==> src/rtl/mbx_monitor_pkg.sv <==
package mbx_monitor_pkg;

  typedef enum logic {
    ST_IDLE = 1'b0,
    ST_WAIT = 1'b1
  } mbx_state_t;

  typedef struct packed {
    logic capture;
  } mbx_strobe_t;

endpackage

==> src/rtl/mbx_monitor_ctl.sv <==
module mbx_monitor_ctl
  import mbx_monitor_pkg::*;
#(
  parameter int PEND_W = 4
) (
  input  logic        clk,
  input  logic        rstN,
  input  logic        retireValid,
  input  logic        rdValid,
  input  logic        wordNonZero,
  input  logic        doneIn,
  output logic        rdReq,
  output mbx_strobe_t strobe
);

  localparam logic [PEND_W-1:0] PEND_MAX = {PEND_W{1'b1}};

  mbx_state_t        state, stateNext;
  logic [PEND_W-1:0] pending, pendNext, pendSum;
  logic              reqNext, retireTake;

  always_comb begin
    strobe.capture = (state == ST_WAIT) && rdValid;
  end

  always_comb begin
    retireTake = retireValid && !doneIn;
    pendSum    = (retireTake && (pending != PEND_MAX)) ? pending + PEND_W'(1) : pending;
    stateNext  = state;
    pendNext   = pending;
    reqNext    = 1'b0;
    case (state)
      ST_IDLE: begin
        if (retireTake) begin
          reqNext   = 1'b1;
          stateNext = ST_WAIT;
        end
      end
      default: begin
        if (rdValid) begin
          if (wordNonZero) begin
            stateNext = ST_IDLE;
            pendNext  = '0;
          end else if (pendSum != '0) begin
            reqNext  = 1'b1;
            pendNext = pendSum - PEND_W'(1);
          end else begin
            stateNext = ST_IDLE;
            pendNext  = '0;
          end
        end else begin
          pendNext = pendSum;
        end
      end
    endcase
  end

  always_ff @(posedge clk) begin
    if (!rstN) begin
      state   <= ST_IDLE;
      pending <= '0;
      rdReq   <= 1'b0;
    end else begin
      state   <= stateNext;
      pending <= pendNext;
      rdReq   <= reqNext;
    end
  end

  // a request is a single-cycle pulse
  a_r2_req_pulse: assert property (@(posedge clk) disable iff (!rstN)
    rdReq |=> !rdReq);

  // no request once the test has finished
  a_r7_no_req_after_done: assert property (@(posedge clk) disable iff (!rstN)
    doneIn |=> !rdReq);

endmodule

==> src/rtl/mbx_monitor_dp.sv <==
module mbx_monitor_dp
  import mbx_monitor_pkg::*;
#(
  parameter int DATA_W = 32
) (
  input  logic              clk,
  input  logic              rstN,
  input  mbx_strobe_t       strobe,
  input  logic [DATA_W-1:0] rdData,
  output logic              wordNonZero,
  output logic              done,
  output logic              pass,
  output logic              fail,
  output logic [DATA_W-2:0] exitCode
);

  logic [DATA_W-2:0] shifted;

  always_comb begin
    wordNonZero = |rdData;
    shifted     = rdData[DATA_W-1:1];
  end

  always_ff @(posedge clk) begin
    if (!rstN) begin
      done     <= 1'b0;
      pass     <= 1'b0;
      fail     <= 1'b0;
      exitCode <= '0;
    end else if (strobe.capture && wordNonZero && !done) begin
      done     <= 1'b1;
      exitCode <= shifted;
      pass     <= (shifted == '0);
      fail     <= (shifted != '0);
    end
  end

  // a nonzero captured word finishes the test on the next edge
  a_r4_done_after_nonzero: assert property (@(posedge clk) disable iff (!rstN)
    (strobe.capture && (rdData != '0)) |=> done);

  // a zero word leaves an unfinished test running
  a_r3_zero_keeps_running: assert property (@(posedge clk) disable iff (!rstN)
    (strobe.capture && (rdData == '0) && !done) |=> !done);

  // the code is the captured word without its lowest bit
  a_r5_code_shift: assert property (@(posedge clk) disable iff (!rstN)
    $rose(done) |-> (exitCode == $past(rdData[DATA_W-1:1])));

  // one verdict with done, none without
  a_r6_one_verdict: assert property (@(posedge clk) disable iff (!rstN)
    done ? $onehot({pass, fail}) : !(pass || fail));

  // pass only with a zero code
  a_r6_pass_code: assert property (@(posedge clk) disable iff (!rstN)
    pass |-> (exitCode == '0));

  // the outcome is frozen after done
  a_r7_sticky: assert property (@(posedge clk) disable iff (!rstN)
    done |=> (done && $stable(pass) && $stable(fail) && $stable(exitCode)));

endmodule

==> src/rtl/mbx_monitor.sv <==
module mbx_monitor
  import mbx_monitor_pkg::*;
#(
  parameter int          ADDR_W   = 32,
  parameter int          DATA_W   = 32,
  parameter int          PEND_W   = 4,
  parameter logic [31:0] MBX_ADDR = 32'h0000_1000
) (
  input  logic              clk,
  input  logic              rstN,
  input  logic              retireValid,
  output logic              halt,
  output logic              rdReq,
  output logic [ADDR_W-1:0] rdAddr,
  input  logic              rdValid,
  input  logic [DATA_W-1:0] rdData,
  output logic              done,
  output logic              pass,
  output logic              fail,
  output logic [DATA_W-2:0] exitCode
);

  mbx_strobe_t strobe;
  logic        wordNonZero;

  assign rdAddr = ADDR_W'(MBX_ADDR);
  assign halt   = done;

  mbx_monitor_ctl #(.PEND_W(PEND_W)) u_ctl (
    .clk         (clk),
    .rstN        (rstN),
    .retireValid (retireValid),
    .rdValid     (rdValid),
    .wordNonZero (wordNonZero),
    .doneIn      (done),
    .rdReq       (rdReq),
    .strobe      (strobe)
  );

  mbx_monitor_dp #(.DATA_W(DATA_W)) u_dp (
    .clk         (clk),
    .rstN        (rstN),
    .strobe      (strobe),
    .rdData      (rdData),
    .wordNonZero (wordNonZero),
    .done        (done),
    .pass        (pass),
    .fail        (fail),
    .exitCode    (exitCode)
  );

endmodule

==> config.mk <==
export PLATFORM = sky130hd
export DESIGN_NAME = mbx_monitor
export DESIGN_NICKNAME = d
export VERILOG_FILES = /design/src/rtl/mbx_monitor_pkg.sv /design/src/rtl/mbx_monitor_ctl.sv /design/src/rtl/mbx_monitor_dp.sv /design/src/rtl/mbx_monitor.sv
export SDC_FILE = /design/constraint.sdc
export NUM_CORES = 1
export LEC_CHECK = 0
export BUFFER_PORTS_ARGS = -buffer_cell sky130_fd_sc_hd__buf_4
export CAP_MARGIN = 40
export CELL_PAD_IN_SITES_DETAIL_PLACEMENT = 1
export CELL_PAD_IN_SITES_GLOBAL_PLACEMENT = 1
export CORE_ASPECT_RATIO = 0.7
export CORE_MARGIN = 1.5
export CORE_UTILIZATION = 35
export DETAILED_ROUTE_END_ITERATION = 16
export PLACE_DENSITY_LB_ADDON = 0.25
export SLEW_MARGIN = 20
export SYNTH_ARGS = -nofsm -noshare
export SYNTH_HDL_FRONTEND = slang
export SYNTH_SLANG_ARGS = --single-unit
==> constraint.sdc <==
create_clock -name clk -period 4.6 [get_ports clk]
set_input_delay 0.92 -clock clk [delete_from_list [all_inputs] [get_ports clk]]
set_output_delay 0.92 -clock clk [all_outputs]
set_load 0.03 [all_outputs]
==> flow_metrics.tcl, run 1 <==
set metrics [dict create \
    crit_path_end_kind "flop" \
    viasPerCell 4.65 \
    power_mw 0.834 \
    finalHoldViolCount 0 \
    multi_input_area_um2 1100 \
    rrSetupSlack_ns 2.34 \
    holdWs_ns 0.521 \
    fin_crit_sh_pct 56.5 \
    path_cells "buf_4 -> nor4_1 -> nand4_2 -> nor3_2 -> a21boi_1 -> or4b_1 -> a21boi_1" \
    num_vias 1664 \
    synthFlopType "dfxtp_1" \
    chipWidth_um 95.1 \
    io_pins 104 \
    track_usage_pct 16.6 \
    timing.critical_path.mode_cell "a21boi_1" \
    worstPathArrival_ns 2.81 \
    cellPowerDensity_nw_per_um2 315 \
    routed_wl_um 4960 \
    syn_area_um2 2080 \
    finClkSkew_ns 0.00869 \
    seq_area_frac_synth_pct 38.5 \
    root_buffer "clkbuf_8" \
    placement.io_buffers 71 \
    clock_path_buffers 2 \
    grt_max_degree 42 \
    slew_viol_final 0 \
    cts_resized 0 \
    crit_family "simple AND/OR/NAND/NOR gates" \
    final_antenna_net_count 0 \
    final_nets 319 \
    power.leakage_nw 1.33 \
    areaGrowthSynthToFinish_pct 27.4 \
    drc 0 \
    cts_buffers 5 \
    hold_buffers 0 \
    syn_inst 214 \
    drt-pass1-iter-count 4 \
    final-seq-area_um2 801 \
    finalWorstSetupSlack_ns 2.00 \
    ys_types 39 \
    irDropWorstVdd_mv 0.110 \
    wl_per_cell_um 13.8 \
    fin_crit_ns 2.60 \
    synth_seq_cells 40 \
    setup_viol 0 \
    synth_edf_count 0 \
    dp_hpwl_um 3750 \
    clock-sinks 40 \
    start_util_pct 36.3 \
    clkTransAtPathRegs_ns 0.07 \
    tritoncts "built" \
    worstSetupStartpointType "input pin" \
    die_area_um2 6420 \
    async_flop_share_pct 0 \
    num-fill-cells 695 \
    fin_setup_tns_ns 0 \
    ys_warn_count 0 \
    hp-class "reg2reg" \
    core_um2 5730 \
    status "completed" \
    place_ws_ns 1.70 \
    slowest_delay_ns 0.53 \
    place.gp.congestion 0.793 \
    mostFrequentLayoutCells "buf_4 (73), dfxtp_1 (40), nor2b_1 (34)" \
    mostFrequentLayoutCell "buf_4" \
    die_h_um 67.5 \
    syn_area_per_cell_um2 9.72 \
    first_global_vias 1592 \
    drive_above_1_share_pct 30.0 \
    fmax_mhz 385 \
    crit_buf_inv 1 \
    grt_pass1_wl_um 7980 \
    clk-insertion-delay-late_ns 0.29 \
    drv_cap 0 \
    slowest_stage "or4b_1" \
    crit_fanout 4 \
    post-cts-setup-buffers 0 \
    gr-total-overflow 0 \
    antenna_cells 0 \
    fp-row-count 23 \
    criticalPathCategory "in2reg" \
    rsz0062_at_grt "no" \
    cp.required_ns 4.82 \
    htreeDepth 2 \
    antenna_found_initial 0 \
    initialDrtViolationCount 82 \
]
kinds of logic after synthesis:
family	Yosys count	share of synthesized area (%)
xor gates and xnor gates	1	0.421
adders and majority gates	1	0.602
buffers and inverters	42	14.1
muxes	32	15.4
and+or+nand+nor	74	22.6
other	2	0.361
DFF	40	38.5
AOI/OAI and AO/OA	22	8.06
stage by stage:
step	cell area, um^2	utilization, %	instances
global route	2650	46.3	358
finish	2650	46.3	358
CTS	2650	46.3	358
global placement	2540	44.4	350
detailed placement	2540	44.4	350
floorplan	2190	-	244
worst reg2reg max path, stage by stage (launching register included):
cell	delay (ns)
dfxtp_1	0.51
ha_1	0.25
nand3_1	0.19
a211oi_1	0.39
o221ai_1	0.18
and4_2	0.27
o21a_1	0.16
o211a_1	0.20
synthesized netlist by cell type (all sizes together), types with 3 or more instances:
cell    instances  share of area [%]
nand2b          5                1.5
o31ai           3                1.7
nor2            4               0.72
nor2b          34                 10
dfxtp          40                 39
o21ai           4               0.96
nor4            7                2.4
buf            36                 13
clkbuf          6                1.1
a21oi           3               0.72
nor3            3               0.96
nand3b          3                1.1
nand3           3               0.72
nand2           5               0.90
mux2i          32                 15
final timing paths:
| path | startpoint | to | cells after the start |
|---|---|---|---|
| worst min register to register | u_ctl.pending[3] | u_ctl.pending[3] | 2 |
| worst max register to register | u_ctl.pending[0] | u_ctl.pending[0] | 7 |
| worst min-delay path | u_ctl.pending[3] | u_ctl.pending[3] | 2 |
| worst max-delay path | rdData[15] | u_ctl.pending[3] | 7 |
flip-flops by register name, summed over array words and instances, names as in the netlist:
register and flops:
u_dp.pass 1, u_ctl.rdReq 1, u_dp.exitCode 31, u_dp.fail 1, u_dp.done 1, u_ctl.state 1
u_ctl.pending 4
per-layer routing:
metal | vias up | wire, um | GRT usage, %
met5 | - | 0 | 0
met2 | 73 | 2050 | 23.2
met4 | 0 | 49 | 5.60
li1 | 816 | - | -
met1 | 770 | 2380 | 23.3
met3 | 5 | 467 | 6.19
cell type report:
class	instances	share of cell area (%)
multi-input combinational	162	41.5
sequential	40	30.2
timing repair buffer	73	20.7
tap	75	3.54
clock buffer	6	2.74
clock inverter	2	1.32
report_power, final:
part           leakage (nW)  total (mW)  switching (mW)  internal (mW)
Clock                0.0552       0.280           0.119          0.161
Combinational         0.945       0.180           0.112         0.0683
Sequential            0.325       0.374          0.0125          0.361
No activity file was read; power rests on OpenSTA's default activity.
==> inputs of run 2 (changes only) <==
--- a/config.mk
+++ b/config.mk
@@ -11,7 +11,7 @@
 export CELL_PAD_IN_SITES_GLOBAL_PLACEMENT = 1
 export CORE_ASPECT_RATIO = 0.7
 export CORE_MARGIN = 1.5
-export CORE_UTILIZATION = 35
+export CORE_UTILIZATION = 33
 export DETAILED_ROUTE_END_ITERATION = 16
 export PLACE_DENSITY_LB_ADDON = 0.25
 export SLEW_MARGIN = 20
==> constraint.sdc (replaced) <==
create_clock -name clk -period 2.6 [get_ports clk]
set_input_delay 0.52 -clock clk [delete_from_list [all_inputs] [get_ports clk]]
set_output_delay 0.52 -clock clk [all_outputs]
set_load 0.03 [all_outputs]
==> flow_metrics.tcl, run 2 (synthesized netlist as in run 1, its figures left out) <==
set metrics [dict create \
    status "completed" \
    slew_viol_final 0 \
    first_global_vias 1606 \
    wl_per_cell_um 13.8 \
    antenna_found_initial 0 \
    hp-class "in2reg" \
    viasPerCell 4.56 \
    antenna_cells 0 \
    worstReg2RegStart "u_ctl.pending[0]" \
    power_mw 1.51 \
    p_switching_mw 0.439 \
    final_area_um2 2680 \
    core_um2 5900 \
    setup_viol 0 \
    swShare_pct 29.0 \
    hold_buffers 0 \
    mostFrequentLayoutCells "buf_4 (72), dfxtp_1 (40), nor2b_1 (34)" \
    fp-row-count 23 \
    root_buffer "clkbuf_8" \
    tritoncts "built" \
    areaGrowthSynthToFinish_pct 28.6 \
    place.gp.congestion 0.817 \
    drv_cap 0 \
    startpoint "u_ctl.pending[0]" \
    crit_buf_inv 0 \
    slowest_stage "dfxtp_1" \
    grt_pass1_wl_um 7860 \
    gr-total-overflow 0 \
    cellPowerDensity_nw_per_um2 566 \
    crit_family "compound AO/OA/AOI/OAI gates" \
    criticalPathCategory "reg2reg" \
    clk-insertion-delay-late_ns 0.30 \
    seq_power_share_pct 43.6 \
    worstPathArrival_ns 2.36 \
    finalHoldViolCount 0 \
    initialDrtViolationCount 50 \
    power.leakage_nw 1.34 \
    mostFrequentLayoutCell "buf_4" \
    drive_above_1_share_pct 30.4 \
    reg_top3 "u_dp.exitCode x31, u_ctl.pending x4" \
    placement.io_buffers 71 \
    worstSetupStartpointType "flop" \
    drc 0 \
    die_area_um2 6790 \
    fin_util_pct 45.3 \
    routed_wl_um 4940 \
    top_register "u_dp.exitCode" \
    num-fill-cells 705 \
    cts_resized 0 \
    fmax_mhz 459 \
    crit_path_end_kind "flop" \
    htreeDepth 2 \
    fin_crit_ns 2.18 \
    fin_setup_tns_ns 0 \
    finClkSkew_ns 0.00796 \
    rsz0062_at_grt "no" \
    chipWidth_um 97.9 \
    slowest_delay_ns 0.48 \
    cp.required_ns 2.78 \
    crit_fanout 9 \
    place_area_um2 2550 \
    path_cells "ha_1 -> nand3_1 -> a211oi_1 -> o221ai_1 -> and4_2 -> o21a_1 -> o211a_1" \
    drt-pass1-iter-count 4 \
    final_nets 319 \
    clkPwrFrac_pct 35.3 \
    pwr-share-comb_pct 21.2 \
    cts_buffers 5 \
    dp_hpwl_um 3690 \
    fin_crit_sh_pct 83.8 \
    grt_max_degree 42 \
    io_pins 104 \
    die_h_um 69.4 \
    start_util_pct 35.2 \
    irDropWorstVdd_mv 0.212 \
    final_antenna_net_count 0 \
    clock_path_buffers 2 \
    largest_reg_flops 31 \
    track_usage_pct 14.6 \
    clkTransAtPathRegs_ns 0.09 \
    intPower_mw 1.08 \
    num_vias 1634 \
    min_from "rdData[20]" \
    post-cts-setup-buffers 0 \
    clock-sinks 40 \
]
## run 2: cell counts in the layout (fill, tap and decap cells not counted)
No cell type changed its count.
## run 2: per-layer routing
metal	GRT usage (%)	routed length, um	part of all wire [%]
met1	19.8	2380	48
met2	20.8	2030	41
met3	6.05	475	9.6
met4	4.76	46	0.93
met5	0	0	0
## run 2: cell type report
cell class	instances	area (um^2)	share of cell area (%)
clock buffers	6	82.6	3.09
flip-flops and latches	40	801	29.9
repair buffers	73	561	21.0
multi-input cells	162	1100	41.1
well taps	75	93.8	3.51
clock inverters	2	38.8	1.45
## run 2: final timing paths
path / slack, ns / endpoint / cells past startpoint
hold / removal: 0.49 / u_dp.exitCode[19] / 3
hold reg to reg: 0.51 / u_dp.fail / 2
setup / recovery: 0.42 / u_ctl.pending[0] / 7
setup reg to reg: 0.42 / u_ctl.pending[0] / 7
## run 2: power by group through the flow
| stage | Clock [mW] | Sequential [mW] | Combinational, mW |
|---|---|---|---|
| 6_report | 0.534 | 0.660 | 0.320 |
| 3_5_place_dp | 0 | 0.673 | 0.322 |
| 5_1_grt | 0.578 | 0.664 | 0.345 |
| 4_1_cts | 0.551 | 0.660 | 0.323 |
| 2_1_floorplan | 0 | 0.715 | 0.205 |
| 3_3_place_gp | 0 | 0.673 | 0.318 |
## run 2: through the flow
stage	setup WS [ns]	hold slack (ns)	instances
after CTS	0.396	0.486	358
final	0.421	0.488	358
after detailed placement	0.158	0.503	350
after floorplan	0.570	0.474	244
after global placement	0.217	0.497	350
after global routing	0.167	0.486	358
## run 2: tightest hold or removal path, delay by kind of cell
kind	cells	cell delay, ns
buf+inv	1	0.09
simple gates	1	0.09
mux	1	0.05
==> inputs of run 3 (changes only) <==
--- a/config.mk
+++ b/config.mk
@@ -11,7 +11,7 @@
 export CELL_PAD_IN_SITES_GLOBAL_PLACEMENT = 1
 export CORE_ASPECT_RATIO = 0.7
 export CORE_MARGIN = 1.5
-export CORE_UTILIZATION = 33
+export CORE_UTILIZATION = 30
 export DETAILED_ROUTE_END_ITERATION = 16
 export PLACE_DENSITY_LB_ADDON = 0.25
 export SLEW_MARGIN = 20
==> constraint.sdc (replaced) <==
create_clock -name clk -period 1.9 [get_ports clk]
set_input_delay 0.38 -clock clk [delete_from_list [all_inputs] [get_ports clk]]
set_output_delay 0.38 -clock clk [all_outputs]
set_load 0.03 [all_outputs]
==> flow_metrics.tcl, run 3 (synthesized netlist as in run 1, its figures left out) <==
set metrics [dict create \
    final_antenna_net_count 0 \
    htreeDepth 2 \
    num-fill-cells 795 \
    power_mw 2.10 \
    tritoncts "built" \
    drv_cap 0 \
    initialDrtViolationCount 49 \
    clock_path_buffers 2 \
    routed_wl_um 5180 \
    worstPathArrival_ns 1.99 \
    top_register "u_dp.exitCode" \
    dp_cells 400 \
    place_area_um2 2820 \
    fmax_mhz 554 \
    mostFrequentLayoutCells "buf_4 (103), dfxtp_1 (37), nor2b_1 (33)" \
    antenna_cells 0 \
    reg_top3 "u_dp.exitCode x31, u_ctl.pending x4" \
    areaGrowthSynthToFinish_pct 46.8 \
    final_nets 350 \
    final-seq-area_um2 810 \
    fin_crit_sh_pct 94.9 \
    die_area_um2 7450 \
    final_area_um2 3050 \
    worstReg2RegStart "u_ctl.pending[0]" \
    die_h_um 72.7 \
    cellPowerDensity_nw_per_um2 687 \
    min_from "rdData[2]" \
    num_vias 1741 \
    finalHoldViolCount 0 \
    crit_fanout 8 \
    largest_reg_flops 31 \
    status "completed" \
    rr_endpoint "u_ctl.pending[0]" \
    dp_hpwl_um 3960 \
    fin_setup_tns_ns 0 \
    holdWs_ns 0.349 \
    clk-insertion-delay-late_ns 0.29 \
    fp-row-count 25 \
    place.gp.congestion 0.766 \
    first_global_vias 1743 \
    power.leakage_nw 1.51 \
    hold_end "u_dp.exitCode[1]" \
    drive_above_1_share_pct 42.0 \
    viasPerCell 4.27 \
    chipWidth_um 103 \
    fin_util_pct 45.4 \
    irDropWorstVdd_mv 0.262 \
    post-cts-setup-buffers 0 \
    hp-class "in2reg" \
    mostFrequentLayoutCell "buf_4" \
    setup_viol 0 \
    grt_pass1_wl_um 8250 \
    crit_path_end_kind "flop" \
    drc 0 \
    fin_crit_ns 1.80 \
    antenna_found_initial 0 \
    rsz0062_at_grt "yes" \
    clkTransAtPathRegs_ns 0.08 \
    slew_viol_final 0 \
    criticalPathCategory "reg2reg" \
    finalWorstSetupSlack_ns 0.0960 \
    io_pins 104 \
    worstSetupStartpointType "flop" \
    gr-total-overflow 0 \
    final_cell_count_no_fill 408 \
    core_um2 6730 \
    hold_buffers 0 \
    track_usage_pct 14.4 \
    placement.io_buffers 71 \
    root_buffer "clkbuf_8" \
    wl_per_cell_um 12.7 \
    rrSetupSlack_ns 0.1 \
    hold_path_depth 3 \
    cp.required_ns 2.08 \
    reg2reg_depth 7 \
    clock-sinks 40 \
    drt-pass1-iter-count 4 \
    grt_max_degree 42 \
    multi_input_area_um2 1220 \
    place_ws_ns -0.346 \
    finClkSkew_ns 0.00645 \
    start_util_pct 30.9 \
    cts_buffers 5 \
]
-- run 3: cell types whose count changed in the layout (fill, tap and decap cells not counted), sizes merged --
cell  previous run  this run
buf             73       104
-- run 3: final cells by class --
type                    instances  share of cell area, %
clock buffers                   6                   2.38
clock inverters                 2                   1.15
multi-input cells             162                   40.1
flip-flops and latches         40                   26.5
well taps                      94                   3.85
repair buffers                104                   26.0
-- run 3: worst max-delay path, stage by stage (launching register included) --
cell and delay (ns):
dfxtp_4 0.38, buf_4 0.17, nand3_1 0.12, nor4b_4 0.29, o221ai_2 0.15, and4_2 0.25
o21a_1 0.16, o211a_1 0.19
-- run 3: metal layers --
metal  GRT usage, %  wire length (um)  vias to the layer above
li1               -                 -                      878
met1           19.2              2510                      797
met2           21.7              2150                       63
met3           5.75               496                        3
met4           3.65                25                        0
met5              0                 0                        -
-- run 3: power breakdown --
group	internal, mW	total (mW)	switching (mW)
combinational	0.213	0.509	0.296
clock	0.390	0.692	0.301
sequential	0.874	0.896	0.0222
-- run 3: what timing repair did --
| item | 4_1_cts | 5_1_grt |
|---|---|---|
| pin swaps | 1 | 7 |
| gates resized for setup | 6 | 19 |
| endpoints found under the setup margin | 3 | 21 |
| cloned | 0 | 0 |
-- run 3: worst max-delay path by stage --
stage	slack (ns)	start	end	depth (start not counted)
after CTS	0.002	u_ctl.pending[0]	u_ctl.pending[0]	7
after global placement	-0.31	rdData[3]	u_ctl.pending[3]	8
after global routing	-0.02	u_ctl.pending[0]	u_ctl.pending[0]	7
final	0.1	u_ctl.pending[0]	u_ctl.pending[0]	7
after floorplan	0.01	rdData[11]	u_ctl.pending[3]	6
after detailed placement	-0.35	rdData[3]	u_ctl.pending[3]	8
